$ cat src/rtl/eeprom_rd_pkg.sv
package eeprom_rd_pkg;
  typedef enum logic [3:0] {
    S_IDLE, S_DEV, S_DEV_ACK, S_WADDR, S_WADDR_ACK,
    S_WDATA, S_WDATA_ACK, S_RDATA, S_RD_ACK
  } bus_state_e;
endpackage

$ cat src/rtl/twi_sync.sv
module twi_sync #(
  parameter int STAGES = 2
) (
  input  logic clk_i,
  input  logic rst_ni,
  input  logic scl_i,
  input  logic sda_i,
  output logic scl_o,
  output logic sda_o,
  output logic scl_rise_o,
  output logic scl_fall_o,
  output logic start_o,
  output logic stop_o
);
  logic [STAGES-1:0] scl_q, sda_q;
  logic scl_p, sda_p;

  always_ff @(posedge clk_i or negedge rst_ni) begin
    if (!rst_ni) begin
      scl_q <= '1;
      sda_q <= '1;
      scl_p <= 1'b1;
      sda_p <= 1'b1;
    end else begin
      scl_q <= {scl_q[STAGES-2:0], scl_i};
      sda_q <= {sda_q[STAGES-2:0], sda_i};
      scl_p <= scl_q[STAGES-1];
      sda_p <= sda_q[STAGES-1];
    end
  end

  assign scl_o      = scl_q[STAGES-1];
  assign sda_o      = sda_q[STAGES-1];
  assign scl_rise_o = scl_o & ~scl_p;
  assign scl_fall_o = ~scl_o & scl_p;
  // conditions: SDA edge while SCL held high
  assign start_o    = scl_o & scl_p & sda_p & ~sda_o;
  assign stop_o     = scl_o & scl_p & ~sda_p & sda_o;
endmodule

$ cat src/rtl/addr_ctr.sv
module addr_ctr #(
  parameter int AW = 7
) (
  input  logic          clk_i,
  input  logic          rst_ni,
  input  logic          load_i,
  input  logic [AW-1:0] load_val_i,
  input  logic          inc_i,
  output logic [AW-1:0] addr_o
);
  always_ff @(posedge clk_i or negedge rst_ni) begin
    if (!rst_ni)     addr_o <= '0;
    else if (load_i) addr_o <= load_val_i;
    else if (inc_i)  addr_o <= addr_o + AW'(1);  // natural wrap
  end
endmodule

$ cat src/rtl/byte_mem.sv
module byte_mem #(
  parameter int          AW       = 7,
  parameter int          DW       = 8,
  parameter logic [7:0]  INIT_XOR = 8'hA5
) (
  input  logic          clk_i,
  input  logic          rst_ni,
  input  logic          we_i,
  input  logic [AW-1:0] addr_i,
  input  logic [DW-1:0] wdata_i,
  output logic [DW-1:0] rdata_o
);
  localparam int DEPTH = 1 << AW;
  logic [DW-1:0] mem_q [DEPTH];

  always_ff @(posedge clk_i or negedge rst_ni) begin
    if (!rst_ni) begin
      for (int i = 0; i < DEPTH; i++) mem_q[i] <= DW'(i * 2) ^ DW'(INIT_XOR);
    end else if (we_i) begin
      mem_q[addr_i] <= wdata_i;
    end
  end

  assign rdata_o = mem_q[addr_i];
endmodule

$ cat src/rtl/eeprom_rd_slave.sv
module eeprom_rd_slave
  import eeprom_rd_pkg::*;
#(
  parameter int         AW       = 7,
  parameter logic [3:0] DEV_TYPE = 4'b1010,
  parameter int         SYNC_N   = 2
) (
  input  logic       clk_i,
  input  logic       rst_ni,
  input  logic       scl_i,
  input  logic       sda_i,
  input  logic [2:0] dev_sel_i,
  output logic       sda_oe_o
);
  localparam int DW = 8;

  logic scl_s, sda_s, scl_rise, scl_fall, start_det, stop_det;
  bus_state_e    state;
  logic [2:0]    cnt;
  logic [DW-1:0] sh, tx, mem_rdata;
  logic          rw, got, acked, oe;
  logic [AW-1:0] ctr;
  logic          ctr_load, ctr_inc, mem_we, rx_state;

  twi_sync #(.STAGES(SYNC_N)) u_sync (
    .clk_i, .rst_ni, .scl_i, .sda_i,
    .scl_o(scl_s), .sda_o(sda_s), .scl_rise_o(scl_rise), .scl_fall_o(scl_fall),
    .start_o(start_det), .stop_o(stop_det)
  );

  always_comb begin
    rx_state = (state == S_DEV) || (state == S_WADDR) || (state == S_WDATA);
    ctr_load = !start_det && !stop_det && state == S_WADDR && scl_fall && got;
    mem_we   = !start_det && !stop_det && state == S_WDATA && scl_fall && got;
    ctr_inc  = mem_we ||
               (!start_det && !stop_det && state == S_RDATA && scl_fall && cnt == 3'd7);
  end

  addr_ctr #(.AW(AW)) u_ctr (
    .clk_i, .rst_ni, .load_i(ctr_load), .load_val_i(sh[AW-1:0]),
    .inc_i(ctr_inc), .addr_o(ctr)
  );

  byte_mem #(.AW(AW), .DW(DW)) u_mem (
    .clk_i, .rst_ni, .we_i(mem_we), .addr_i(ctr), .wdata_i(sh), .rdata_o(mem_rdata)
  );

  always_ff @(posedge clk_i or negedge rst_ni) begin
    if (!rst_ni) begin
      state <= S_IDLE;
      cnt   <= '0;
      sh    <= '0;
      tx    <= '0;
      rw    <= 1'b0;
      got   <= 1'b0;
      acked <= 1'b0;
      oe    <= 1'b0;
    end else if (start_det) begin
      state <= S_DEV;
      cnt   <= '0;
      got   <= 1'b0;
      oe    <= 1'b0;
    end else if (stop_det) begin
      state <= S_IDLE;
      got   <= 1'b0;
      oe    <= 1'b0;
    end else begin
      if (scl_rise && rx_state) begin
        sh  <= {sh[DW-2:0], sda_s};
        cnt <= cnt + 3'd1;
        if (cnt == 3'd7) got <= 1'b1;
      end
      unique case (state)
        S_DEV: if (scl_fall && got) begin
          got <= 1'b0;
          if (sh[7:1] == {DEV_TYPE, dev_sel_i}) begin
            state <= S_DEV_ACK;
            oe    <= 1'b1;
            rw    <= sh[0];
          end else begin
            state <= S_IDLE;
          end
        end
        S_DEV_ACK: if (scl_fall) begin
          if (rw) begin
            state <= S_RDATA;
            tx    <= mem_rdata;
            oe    <= ~mem_rdata[7];
            cnt   <= '0;
          end else begin
            state <= S_WADDR;
            oe    <= 1'b0;
          end
        end
        S_WADDR: if (scl_fall && got) begin
          got   <= 1'b0;
          state <= S_WADDR_ACK;
          oe    <= 1'b1;
        end
        S_WADDR_ACK: if (scl_fall) begin
          state <= S_WDATA;
          oe    <= 1'b0;
        end
        S_WDATA: if (scl_fall && got) begin
          got   <= 1'b0;
          state <= S_WDATA_ACK;
          oe    <= 1'b1;
        end
        S_WDATA_ACK: if (scl_fall) begin
          state <= S_WDATA;
          oe    <= 1'b0;
        end
        S_RDATA: if (scl_fall) begin
          if (cnt == 3'd7) begin
            state <= S_RD_ACK;
            oe    <= 1'b0;
          end else begin
            tx  <= {tx[DW-2:0], 1'b0};
            oe  <= ~tx[DW-2];
            cnt <= cnt + 3'd1;
          end
        end
        S_RD_ACK: begin
          if (scl_rise) acked <= ~sda_s;
          if (scl_fall) begin
            if (acked) begin
              state <= S_RDATA;
              tx    <= mem_rdata;
              oe    <= ~mem_rdata[7];
              cnt   <= '0;
            end else begin
              state <= S_IDLE;
            end
          end
        end
        default: oe <= 1'b0;
      endcase
    end
  end

  assign sda_oe_o = oe;
endmodule

$ cat config.mk
export PLATFORM = sky130hd
export DESIGN_NAME = eeprom_rd_slave
export DESIGN_NICKNAME = d
export VERILOG_FILES = /design/src/rtl/eeprom_rd_pkg.sv /design/src/rtl/twi_sync.sv /design/src/rtl/addr_ctr.sv /design/src/rtl/byte_mem.sv /design/src/rtl/eeprom_rd_slave.sv
export SDC_FILE = /design/constraint.sdc
export NUM_CORES = 2
export LEC_CHECK = 0
export ABC_AREA = 1
export BUFFER_PORTS_ARGS = -buffer_cell sky130_fd_sc_hd__clkbuf_2
export CAP_MARGIN = 20
export CORE_UTILIZATION = 45
export CTS_BUF_LIST = sky130_fd_sc_hd__clkbuf_2
export DETAILED_ROUTE_END_ITERATION = 8
export PLACE_DENSITY_LB_ADDON = 0.25
export SETUP_SLACK_MARGIN = 0.02
export SLEW_MARGIN = 10
export SYNTH_ARGS = -nofsm -noshare
export SYNTH_HDL_FRONTEND = slang
export SYNTH_SLANG_ARGS = --single-unit
export TNS_END_PERCENT = 50
$ cat constraint.sdc
create_clock -name clk_i -period 4.6 [get_ports clk_i]
set_input_delay 0.23 -clock clk_i [delete_from_list [all_inputs] [get_ports clk_i]]
set_output_delay 0.23 -clock clk_i [all_outputs]
set_load 0.005 [all_outputs]
==> results.json <==
{
  "synth.top_cell.area_share_pct": 30.9,
  "cellPowerDensity_mw_per_mm2": 348,
  "overflow": 0,
  "final_cell_mix": "nand2_1, o21ai_0, dfstp_2, clkbuf_2, dfrtp_1",
  "postCtsSetupBuffers": 0,
  "grt_setup_unrepaired": "no",
  "cts_resized": 0,
  "numPortBuffers": 7,
  "path_class": "reg2reg",
  "start_util_pct": 45.4,
  "maxCapViolations": 0,
  "synth-edff-count": 0,
  "critPathBufInv": 4,
  "synthArstFlopShare_pct": 100,
  "htree_levels": 5,
  "p_leak_nw": 22.8,
  "avgViaCountPerCell": 5.44,
  "fmax_mhz": 285,
  "fp.dieW_um": 334,
  "worst-r2r-setup-slack_ps": 1090,
  "ir_worst_vdd_v": 0.000238,
  "die_h_um": 334,
  "yosysWarnings": 0,
  "netlist_top_cells_area": "dfstp_2, dfrtp_1, nand2_1",
  "drv_slew": 0,
  "cp_slowest_cell": "inv_4",
  "ant_nets": 0,
  "dieArea_sq_mm": 0.111,
  "grt_usage_pct": 28.0,
  "final_common_cell": "nand2_1",
  "post-route-drc-count": 0,
  "setup_ws_ps": 1090,
  "min_path_type": "in2async",
  "dr.pass1.iters": 6,
  "gp_congestion": 0.906,
  "fin_crit_ps": 3510,
  "cts-root-buf": "clkbuf_2",
  "critPathTopFamily": "buffers and inverters",
  "setup_viol_count_final": 0,
  "hold_buffers": 19,
  "cts_made_buffers": 296,
  "cpMostUsedCell": "dlygate4sd3_1",
  "antenna_found_initial": 2,
  "worstPathArrival_ps": 5040,
  "num_rows": 121,
  "worstPathRequired_ps": 6130,
  "setup_tns_ps": 0,
  "worstPathMaxFanout": 87,
  "core_sq_mm": 0.109,
  "wirelength_um": 155000,
  "num_vias": 42400,
  "critPathCaptureType": "flop",
  "synthesis.nets": 6198,
  "synth_top_cell_by_area": "dfstp_2",
  "grt_pass1_wl_um": 243000,
  "fin_crit_sh_pct": 76.2,
  "max_slew_margin_pct": 3.57,
  "drive_gt1_share_pct": 20.0,
  "nNetsFinal": 6164,
  "final.setup_skew_ps": 139,
  "insertion_delay_ps": 1660,
  "tightest_slew_ps": 1450,
  "hold_viol_final": 0,
  "start_kind": "flop",
  "cts.sinks": 1063,
  "syn_inst": 6188,
  "cts_tree": "built",
  "ys_seq_area_share_pct": 55.2,
  "grt_max_degree": 166,
  "syn_area_per_cell_sq_um": 8.00,
  "clk_path_buf_depth": 4,
  "fillerInstances": 10800,
  "dpl_worst_slack_ps": 1290,
  "synth_area_sq_mm": 0.0495,
  "hpwl_um": 90800,
  "ys_ff_latch": 1063,
  "clk_pin_slew_ps": 90,
  "outcome": "completed",
  "wl_per_cell_um": 19.8,
  "synthFlopType": "dfstp_2",
  "cp_cell_sequence": "inv_4 > nand2_1 > o2111ai_1 > dlygate4sd3_1 > nor3_1 > dlygate4sd3_1 > o211ai_1 > dlygate4sd3_1 > o21ai_0",
  "yosysUniqueCellTypes": 41,
  "io_pins": 8,
  "grt_pass1_vias": 40900,
  "worst_path_largest_cell_delay_ps": 750,
  "drtIter0Drc": 4447,
  "area_growth_pct": 7.77
}
power breakdown:
part           switching, mW  internal [mW]  total [mW]  leakage [nW]
Clock                   4.04           2.74        6.78          2.10
Sequential             0.105           9.45        9.56          12.7
Combinational           1.96          0.273        2.23          7.97
Total                   6.10           12.5        18.6          22.8
metrics by stage:
| stage | area (sq um) | utilization (%) | hold slack, ps | power, mW | cells |
|---|---|---|---|---|---|
| after global placement | 50500 | 46.3 | 176 | 11.9 | 7250 |
| after CTS | 53300 | 48.9 | 130 | 18.7 | 7791 |
| after global routing | 53300 | 48.9 | 236 | 19.4 | 7799 |
| final | 53300 | 48.9 | 268 | 18.6 | 7799 |
| after detailed placement | 50500 | 46.4 | 177 | 11.9 | 7251 |
| after floorplan | 49500 | - | -65.6 | 10.8 | 6188 |
cell usage after synthesis (all sizes together) (11+ instances only):
cell type / number
a21oi: 209
a22oi: 24
buf: 139
clkbuf: 308
dfrtp: 481
dfstp: 582
inv: 105
nand2: 2752
nand3: 55
nand3b: 12
nand4: 104
nor2: 195
nor3: 11
o21ai: 1161
or2: 14
worst reg2reg max path, stage by stage (launching register included):
cell and delay, ps:
dfrtp_1 420, inv_4 750, nand2_1 120, o2111ai_1 140, dlygate4sd3_1 620, nor3_1 60
dlygate4sd3_1 570, o211ai_1 150, dlygate4sd3_1 560, o21ai_0 80
per-layer routing:
metal	GRT usage, %	up-vias	wire length (um)
met5	0	-	0
met4	12.2	0	5450
met3	4.99	296	11200
met2	43.0	1620	69700
met1	38.8	20400	68300
li1	-	20100	-
worst paths after layout:
| path | cells past startpoint | end | from |
|---|---|---|---|
| min in group clk_i | 0 | u_sync.scl_q[1] | u_sync.scl_q[0] |
| min | 5 | u_mem.mem_q[789] | rst_ni |
| max in group asynchronous | 6 | u_mem.mem_q[764] | rst_ni |
| max | 9 | state[1] | sh[2] |
| max reg2reg | 9 | state[1] | sh[2] |
| min reg2reg | 0 | u_sync.scl_q[1] | u_sync.scl_q[0] |
final cells by class:
cell class                      count  area [sq um]  area share, %
Timing Repair Buffer              115          1250           2.35
Sequential cell                  1063         27300           51.3
Clock buffer                      489          2450           4.59
Clock inverter                     32           121          0.228
Tap cell                         1414          1770           3.32
Antenna cell                        8          20.0         0.0375
Inverter                          106           435          0.816
Multi-Input combinational cell   4572         20000           37.4
state kept, by name (all words and copies together), names as in the netlist:
signal        flops
state             4
u_sync.sda_q      2
cnt               3
tx                7
sda_oe_o          1
acked             1
got               1
rw                1
u_sync.scl_q      2
sh                8
u_sync.scl_p      1
u_mem.mem_q    1024
u_ctr.addr_o      7
u_sync.sda_p      1
kinds of logic (layout without fill, tap and decap cells):
logic type,Yosys count,count (layout),share of synthesized area (%)
other,0,8,0
DFF,1063,1063,55.2
buffers and inverters,553,742,4.58
adders and majority gates,3,3,0.0758
AOI/OAI and AO/OA,1424,1424,14.7
xor gates and xnor gates,2,2,0.0354
and+or+nand+nor,3143,3143,25.4
Note: power is estimated with default switching activity, not from simulation.
